$ cat src/rtl/duty_search_pkg.sv
package duty_search_pkg;
  typedef enum logic [2:0] {
    ST_IDLE,
    ST_MUL1,
    ST_DIV1,
    ST_MUL2,
    ST_DIV2,
    ST_CMP,
    ST_FIN,
    ST_DONE
  } ds_state_t;

  function automatic logic [31:0] ds_clog2p1(input int unsigned v);
    int unsigned r;
    r = 0;
    while ((1 << r) <= v) r++;
    return r;
  endfunction
endpackage

$ cat src/rtl/duty_search_mul.sv
module duty_search_mul #(
  parameter int A_W = 32,
  parameter int B_W = 8
) (
  input  logic                 clk,
  input  logic                 rst,
  input  logic                 start,
  input  logic [A_W-1:0]       a,
  input  logic [B_W-1:0]       b,
  output logic                 done,
  output logic [A_W+B_W-1:0]   prod
);
  localparam int P_W = A_W + B_W;
  localparam int CW  = duty_search_pkg::ds_clog2p1(B_W);

  logic [P_W-1:0] a_sh;
  logic [B_W-1:0] b_sh;
  logic [CW-1:0]  cnt;
  logic           busy;

  always_ff @(posedge clk) begin
    if (rst) begin
      prod <= '0;
      a_sh <= '0;
      b_sh <= '0;
      cnt  <= '0;
      busy <= 1'b0;
      done <= 1'b0;
    end else begin
      done <= 1'b0;
      if (start) begin
        prod <= '0;
        a_sh <= P_W'(a);
        b_sh <= b;
        cnt  <= CW'(B_W);
        busy <= 1'b1;
      end else if (busy) begin
        if (b_sh[0]) prod <= prod + a_sh;
        a_sh <= a_sh << 1;
        b_sh <= b_sh >> 1;
        cnt  <= cnt - CW'(1);
        if (cnt == CW'(1)) begin
          busy <= 1'b0;
          done <= 1'b1;
        end
      end
    end
  end
endmodule

$ cat src/rtl/duty_search_div.sv
module duty_search_div #(
  parameter int N_W = 40,
  parameter int D_W = 32
) (
  input  logic           clk,
  input  logic           rst,
  input  logic           start,
  input  logic [N_W-1:0] dividend,
  input  logic [D_W-1:0] divisor,
  output logic           done,
  output logic [N_W-1:0] quo
);
  localparam int CW = duty_search_pkg::ds_clog2p1(N_W);

  logic [D_W-1:0] rem;
  logic [D_W-1:0] dvs_r;
  logic [CW-1:0]  cnt;
  logic           busy;
  logic [D_W:0]   trial;
  logic [D_W:0]   diff;
  logic           fits;

  always_comb begin
    trial = {rem, quo[N_W-1]};
    diff  = trial - {1'b0, dvs_r};
    fits  = (trial >= {1'b0, dvs_r});
  end

  always_ff @(posedge clk) begin
    if (rst) begin
      rem   <= '0;
      dvs_r <= '0;
      quo   <= '0;
      cnt   <= '0;
      busy  <= 1'b0;
      done  <= 1'b0;
    end else begin
      done <= 1'b0;
      if (start) begin
        rem   <= '0;
        dvs_r <= divisor;
        quo   <= dividend;
        cnt   <= CW'(N_W);
        busy  <= 1'b1;
      end else if (busy) begin
        rem  <= fits ? diff[D_W-1:0] : trial[D_W-1:0];
        quo  <= {quo[N_W-2:0], fits};
        cnt  <= cnt - CW'(1);
        if (cnt == CW'(1)) begin
          busy <= 1'b0;
          done <= 1'b1;
        end
      end
    end
  end
endmodule

$ cat src/rtl/duty_search_best.sv
module duty_search_best #(
  parameter int FREQ_W = 32,
  parameter int CNT_W  = 8
) (
  input  logic                      clk,
  input  logic                      rst,
  input  logic                      init,
  input  logic [FREQ_W-1:0]         init_stock,
  input  logic [FREQ_W-1:0]         init_req,
  input  logic                      upd,
  input  logic [FREQ_W+CNT_W-1:0]   cand_freq,
  input  logic [CNT_W-1:0]          cand_off,
  input  logic [CNT_W-1:0]          cand_on,
  output logic [FREQ_W+CNT_W-1:0]   best_freq,
  output logic [CNT_W-1:0]          best_off,
  output logic [CNT_W-1:0]          best_on
);
  localparam int ACC_W = FREQ_W + CNT_W;

  logic [ACC_W-1:0] req_x;
  logic [ACC_W-1:0] best_err;
  logic [ACC_W-1:0] cand_err;
  logic [ACC_W-1:0] stock_err;

  function automatic logic [ACC_W-1:0] gap(input logic [ACC_W-1:0] x,
                                            input logic [ACC_W-1:0] y);
    return (x > y) ? (x - y) : (y - x);
  endfunction

  always_comb begin
    cand_err  = gap(cand_freq, req_x);
    stock_err = gap(ACC_W'(init_stock), ACC_W'(init_req));
  end

  always_ff @(posedge clk) begin
    if (rst) begin
      req_x     <= '0;
      best_err  <= '0;
      best_freq <= '0;
      best_off  <= CNT_W'(1);
      best_on   <= '0;
    end else if (init) begin
      req_x     <= ACC_W'(init_req);
      best_err  <= stock_err;
      best_freq <= ACC_W'(init_stock);
      best_off  <= CNT_W'(1);
      best_on   <= '0;
    end else if (upd && (cand_err <= best_err)) begin
      best_err  <= cand_err;
      best_freq <= cand_freq;
      best_off  <= cand_off;
      best_on   <= cand_on;
    end
  end
endmodule

$ cat src/rtl/duty_search.sv
module duty_search #(
  parameter int FREQ_W = 32,
  parameter int CNT_W  = 8,
  parameter int DUR_W  = 16
) (
  input  logic                     clk,
  input  logic                     rst,
  input  logic                     req_valid,
  output logic                     req_ready,
  input  logic [FREQ_W-1:0]        req_freq,
  input  logic [FREQ_W-1:0]        stock_freq,
  input  logic [DUR_W-1:0]         max_dur,
  output logic                     res_valid,
  output logic [CNT_W-1:0]         res_off,
  output logic [CNT_W-1:0]         res_on,
  output logic [FREQ_W+CNT_W-1:0]  res_freq
);
  import duty_search_pkg::*;

  localparam int ACC_W   = FREQ_W + CNT_W;
  localparam int CNT_MAX = (1 << CNT_W) - 1;

  ds_state_t         state;
  logic [FREQ_W-1:0] req_r;
  logic [FREQ_W-1:0] stock_r;
  logic [CNT_W-1:0]  i_r;
  logic [CNT_W-1:0]  off_r;
  logic [CNT_W-1:0]  on_r;
  logic [ACC_W-1:0]  cand_r;
  logic [CNT_W-1:0]  lim;
  logic              accept;

  logic              mul_start, mul_done;
  logic [FREQ_W-1:0] mul_a;
  logic [CNT_W-1:0]  mul_b;
  logic [ACC_W-1:0]  mul_p;

  logic              div_start, div_done;
  logic [FREQ_W-1:0] div_dvs;
  logic [ACC_W-1:0]  div_q;

  logic [ACC_W-1:0]  best_freq;
  logic [CNT_W-1:0]  best_off, best_on;

  always_comb begin
    lim = (max_dur > DUR_W'(CNT_MAX)) ? CNT_W'(CNT_MAX) : max_dur[CNT_W-1:0];
    accept    = (state == ST_IDLE) && req_valid;
    req_ready = (state == ST_IDLE);
    res_valid = (state == ST_DONE);

    mul_start = (accept && (lim != '0))
             || ((state == ST_CMP) && (i_r != CNT_W'(1)))
             || ((state == ST_DIV1) && div_done);
    if (state == ST_DIV1) begin
      mul_a = stock_r;
      mul_b = div_q[CNT_W-1:0];
    end else if (state == ST_IDLE) begin
      mul_a = req_freq;
      mul_b = lim;
    end else begin
      mul_a = req_r;
      mul_b = i_r - CNT_W'(1);
    end

    div_start = mul_done && ((state == ST_MUL1) || (state == ST_MUL2));
    div_dvs   = (state == ST_MUL1) ? stock_r : FREQ_W'(i_r);
  end

  duty_search_mul #(.A_W(FREQ_W), .B_W(CNT_W)) u_mul (
    .clk(clk), .rst(rst), .start(mul_start), .a(mul_a), .b(mul_b),
    .done(mul_done), .prod(mul_p)
  );

  duty_search_div #(.N_W(ACC_W), .D_W(FREQ_W)) u_div (
    .clk(clk), .rst(rst), .start(div_start), .dividend(mul_p),
    .divisor(div_dvs), .done(div_done), .quo(div_q)
  );

  duty_search_best #(.FREQ_W(FREQ_W), .CNT_W(CNT_W)) u_best (
    .clk(clk), .rst(rst), .init(accept), .init_stock(stock_freq),
    .init_req(req_freq), .upd(state == ST_CMP), .cand_freq(cand_r),
    .cand_off(off_r), .cand_on(on_r), .best_freq(best_freq),
    .best_off(best_off), .best_on(best_on)
  );

  always_ff @(posedge clk) begin
    if (rst) begin
      state    <= ST_IDLE;
      req_r    <= '0;
      stock_r  <= '0;
      i_r      <= '0;
      off_r    <= '0;
      on_r     <= '0;
      cand_r   <= '0;
      res_off  <= CNT_W'(1);
      res_on   <= '0;
      res_freq <= '0;
    end else begin
      case (state)
        ST_IDLE: if (accept) begin
          req_r   <= req_freq;
          stock_r <= stock_freq;
          i_r     <= lim;
          state   <= (lim == '0) ? ST_FIN : ST_MUL1;
        end
        ST_MUL1: if (mul_done) state <= ST_DIV1;
        ST_DIV1: if (div_done) begin
          off_r <= div_q[CNT_W-1:0];
          on_r  <= i_r - div_q[CNT_W-1:0];
          state <= ST_MUL2;
        end
        ST_MUL2: if (mul_done) state <= ST_DIV2;
        ST_DIV2: if (div_done) begin
          cand_r <= div_q;
          state  <= ST_CMP;
        end
        ST_CMP: begin
          if (i_r == CNT_W'(1)) begin
            state <= ST_FIN;
          end else begin
            i_r   <= i_r - CNT_W'(1);
            state <= ST_MUL1;
          end
        end
        ST_FIN: begin
          res_off  <= best_off;
          res_on   <= best_on;
          res_freq <= best_freq;
          state    <= ST_DONE;
        end
        ST_DONE: state <= ST_IDLE;
        default: state <= ST_IDLE;
      endcase
    end
  end
endmodule

$ cat config.mk
export PLATFORM = sky130hd
export DESIGN_NAME = duty_search
export DESIGN_NICKNAME = d
export VERILOG_FILES = /design/src/rtl/duty_search_pkg.sv /design/src/rtl/duty_search_mul.sv /design/src/rtl/duty_search_div.sv /design/src/rtl/duty_search_best.sv /design/src/rtl/duty_search.sv
export SDC_FILE = /design/constraint.sdc
export NUM_CORES = 2
export LEC_CHECK = 0
export BUFFER_PORTS_ARGS = -buffer_cell sky130_fd_sc_hd__buf_2
export CAP_MARGIN = 10
export CORE_ASPECT_RATIO = 0.5
export CORE_MARGIN = 2
export CORE_UTILIZATION = 60
export DETAILED_ROUTE_END_ITERATION = 12
export PLACE_DENSITY = 0.9
export SETUP_SLACK_MARGIN = 0.15
export SKIP_LAST_GASP = 1
export SLEW_MARGIN = 20
export SYNTH_ARGS = -nofsm -noshare
export SYNTH_HDL_FRONTEND = slang
export SYNTH_SLANG_ARGS = --single-unit
export TNS_END_PERCENT = 20
$ cat constraint.sdc
create_clock -name clk -period 6.6 [get_ports clk]
set_clock_uncertainty 0.05 [all_clocks]
set_input_delay 0.99 -clock clk [delete_from_list [all_inputs] [get_ports clk]]
set_output_delay 0.99 -clock clk [all_outputs]
set_load 0.01 [all_outputs]
==> run_results.csv <==
group,metric,value,unit
status,status,"finished, final reports clean",
synth,synth_async_sr_flop_share,0,%
critical_path,start_kind,"flip-flop",
place,hpwl,84400,um
flow_run,max_cap_viol_count,0,
synth,yosys_most_used_dff,"dfxtp_1",
critical_path,cp_data_required_time,6.97,ns
sta,slew_headroom,18.3,%
critical_path,rr_startpoint,"u_best.req_x[23]",
synth,syn_area,31900,um^2
synth,synth_cell_types,84,
grt,antenna_found_initial,11,
die,io_pins,141,
critical_path,critical_path.startpoint,"u_best.req_x[23]",
cts,cts_buffers,44,
critical_path,crit_fanout,59,
sta,worst_slew_pin_slew,1.21,ns
sta,max_freq,162,MHz
synth,synthAdderAreaFrac,10.3,%
critical_path,r2r_slack,0.45,ns
die,num_rows,59,
synth,postSynthNetCount,4582,
grt,met2_usage,57.8,%
cts,clock_sinks,489,
grt,grtUsageMet3,16.6,%
synth,synth-edff-count,0,
power_and_ir_drop,vdd_drop_max,191,uV
die,dieWidth,330,um
critical_path,worstPathArrival,6.53,ns
grt,grt_first_pass_wirelength,174000,um
grt,grt_util_met1,55.0,%
detailed_routing,viasPerCell,6.53,
cts,cts_max_level,2,
cts,tritoncts,"done",
sta,period_share,93.2,%
critical_path,critPathMaxStageDelay,0.53,ns
final_layout,final_cells,4959,
critical_path,cp-end-kind,"flip-flop",
final_layout,final_cell_mix,"nand2_1 (764), a21oi_1 (551), dfxtp_1 (487)",
die,coreArea,52200,um^2
detailed_routing,drt-pass1-iter-count,6,
place,dp_cells,4872,
synth,ys_ff_latch,489,
place,io_buffers,140,
synth,synth.area.mux_share,4.89,%
detailed_routing,wire_per_inst,23.1,um
grt,grt_busiest_layer,"met2",
final_layout,drive_above_1_share,8.49,%
synth,synth_xor_area_share,3.84,%
synth,netlist_instances,4240,
detailed_routing,drc_errors,0,
synth,synth_top_cell_area_share,30.7,%
synth,ys_seq_area_share,30.7,%
critical_path,cp_num_cells,22,
min_path,min_path_type,"reg -> reg",
critical_path,path_class,"reg -> reg",
synth,syn_avg_cell_area,7.51,um^2
synth,synth_compound_area_share,25.7,%
grt,grt_pass1_vias,30047,
grt,grt_start_max_net_pins,95,
grt,gr-usage-all-layers,40.3,%
die,die_area,55100,um^2
cts,clock_latency,0.60,ns
detailed_routing,ant_nets,0,
critical_path,endpoint,"u_best.best_freq[16]",
synth,synth-simple-area-share,18.0,%
synth,yosysWarnings,0,
detailed_routing,wl,114000,um
cts,cts.clk_slew.worst_paths,0.07,ns
power_and_ir_drop,power_density,248,nW/um^2
synth,yosys.area.top_type,"dfxtp_1",
cts,clock-root-buffer,"clkbuf_16",
final_layout,syn_to_final_growth,8.85,%
die,start_util,61.0,%
detailed_routing,via_count,32398,
grt,grt-ovfl-total,0,
critical_path,cpMaxStageDelayCell,"a221o_2",
final_layout,final_common_cell,"nand2_1",
critical_path,ff2ff_path_depth,22,
critical_path,path_delay_family,"compound AO/OA/AOI/OAI gates",
sta,setup_viol,0,
cts,ctsHoldBuffers,0,
critical_path,cp.buffers_inverters,4,
critical_path,reg2reg_to,"u_best.best_freq[16]",
synth,synth_top_family_by_area,"compound AO/OA/AOI/OAI gates",
final_layout,fill_cells,4307,
power_and_ir_drop,p_leak,14.4,nW
synth,synth_area_leaders,"dfxtp_1 (31%), ha_1 (9.9%), nand2_1 (9.0%)",
die,die-height,167,um
place,gp_congestion,1.05,
final_layout,nets,4560,
critical_path,critical_path.cell_chain,"inv_1, ha_1, nand4_2, nor4_1, and4_1, nor2_1, a221o_2, nor2_4, buf_4, mux2i_1, xnor2_1, ha_1, a21o_1, a21o_1, a221o_1, a2111oi_2, o221ai_1, and2_4, buf_12, buf_4, nand2_1, a311oi_1",
sta,rsz0062_at_grt,"no",
sta,finalSetupTns,0,ns
sta,finalHoldViolCount,0,
detailed_routing,drt_iter0_drc,4159,
cts,cts.path.max_buffers,3,
sta,maxSlewViolCount,0,
sta,min_period,6.15,ns
[worst min path at each step]
stage,from,depth (start not counted),endpoint
4_1_cts,res_freq[3],2,res_freq[3]
2_1_floorplan,u_best.best_off[1],2,u_best.best_off[1]
5_1_grt,u_best.best_freq[28],2,res_freq[28]
3_3_place_gp,res_freq[17],2,res_freq[17]
3_5_place_dp,res_freq[3],2,res_freq[3]
6_report,res_freq[39],2,res_freq[39]
[stage by stage]
| stage | setup slack, ns | hold slack (ns) | util, % | instance area, um^2 | total power [mW] |
|---|---|---|---|---|---|
| after floorplan | 0.978 | 0.382 | - | 31900 | 4.89 |
| after global placement | 0.467 | 0.389 | 63.2 | 33000 | 5.58 |
| after detailed placement | 0.309 | 0.393 | 63.2 | 33000 | 5.62 |
| after CTS | 0.274 | 0.402 | 66.2 | 34600 | 8.47 |
| after global routing | 0.148 | 0.415 | 66.4 | 34700 | 8.93 |
| final | 0.446 | 0.405 | 66.4 | 34700 | 8.61 |
[sequential cells by signal, indices dropped and copies added, names as in the netlist, 32 cells and up]
name,flops
u_best.best_freq,40
cand_r,40
u_mul.prod,40
u_mul.a_sh,40
stock_r,32
u_div.rem,32
u_best.best_err,40
u_div.dvs_r,32
res_freq,40
u_div.quo,40
[worst register-to-register path, stage by stage (launching register included)]
cell and delay (ns):
dfxtp_1 0.44, inv_1 0.07, ha_1 0.49, nand4_2 0.24
nor4_1 0.41, and4_1 0.32, nor2_1 0.11, a221o_2 0.53
nor2_4 0.22, buf_4 0.19, mux2i_1 0.22, xnor2_1 0.25
ha_1 0.33, a21o_1 0.18, a21o_1 0.17, a221o_1 0.31
a2111oi_2 0.35, o221ai_1 0.20, and2_4 0.21, buf_12 0.19
buf_4 0.31, nand2_1 0.10, a311oi_1 0.09
[where the power goes]
group | internal [mW] | switching (mW)
Sequential | 3.10 | 0.140
Combinational | 0.875 | 1.60
Clock | 1.60 | 1.31
Total | 5.57 | 3.04
[layer usage]
layer	vias to the layer above	wire length [um]
li1	14806	-
met1	15342	46600
met2	1943	46500
met3	293	17400
met4	14	3690
met5	-	89
[area by class of cell]
type	count	area, um^2	area share [%]
Antenna cell	6	15.0	0.0433
Clock buffer	50	1180	3.41
Clock inverter	30	409	1.18
Inverter	262	983	2.84
Multi-Input combinational cell	3209	20100	58.0
Sequential cell	489	9790	28.2
Tap cell	701	877	2.53
Timing Repair Buffer	212	1300	3.75
[cell families after synthesis]
family / Yosys count
AND/OR/NAND/NOR: 1345
AO/OA/AOI/OAI: 1313
buffers and inverters: 542
flip-flops: 489
adder cells (fa/ha/maj): 259
multiplexers: 153
XOR/XNOR: 139
[what timing repair did]
action	4_1_cts	5_1_grt
gates resized for setup	0	23
endpoints found under the setup margin	0	96
buffers inserted	0	1
[synthesized netlist by cell type, types with 7 or more instances]
library cell  instances
a21boi_0              8
a311oi_1             35
mux2i_1             142
nor2b_1              23
xnor2_1              78
o22ai_1               8
nand3_1              51
buf_2                27
mux2_2                9
xor2_1               60
and3_1               28
dfxtp_1             489
nand4_1              43
o21ai_0             199
and4_1                7
clkbuf_1            229
buf_1                22
and2_1               18
o21bai_1             25
nor4_1               13
a2111oi_0            13
inv_1               261
nand2b_1             22
ha_1                252
nor2_1              275
a31o_2                7
o21a_1               29
a21oi_1             551
a31oi_1              27
a211o_1              13
o21ai_1               7
a211oi_1            172
nor3_1               52
o211ai_1             35
or3_1                16
o221ai_1             17
fa_1                  7
o31ai_1              10
a21o_1               93
nand2_1             767
No activity file was read; power rests on OpenSTA's default activity.
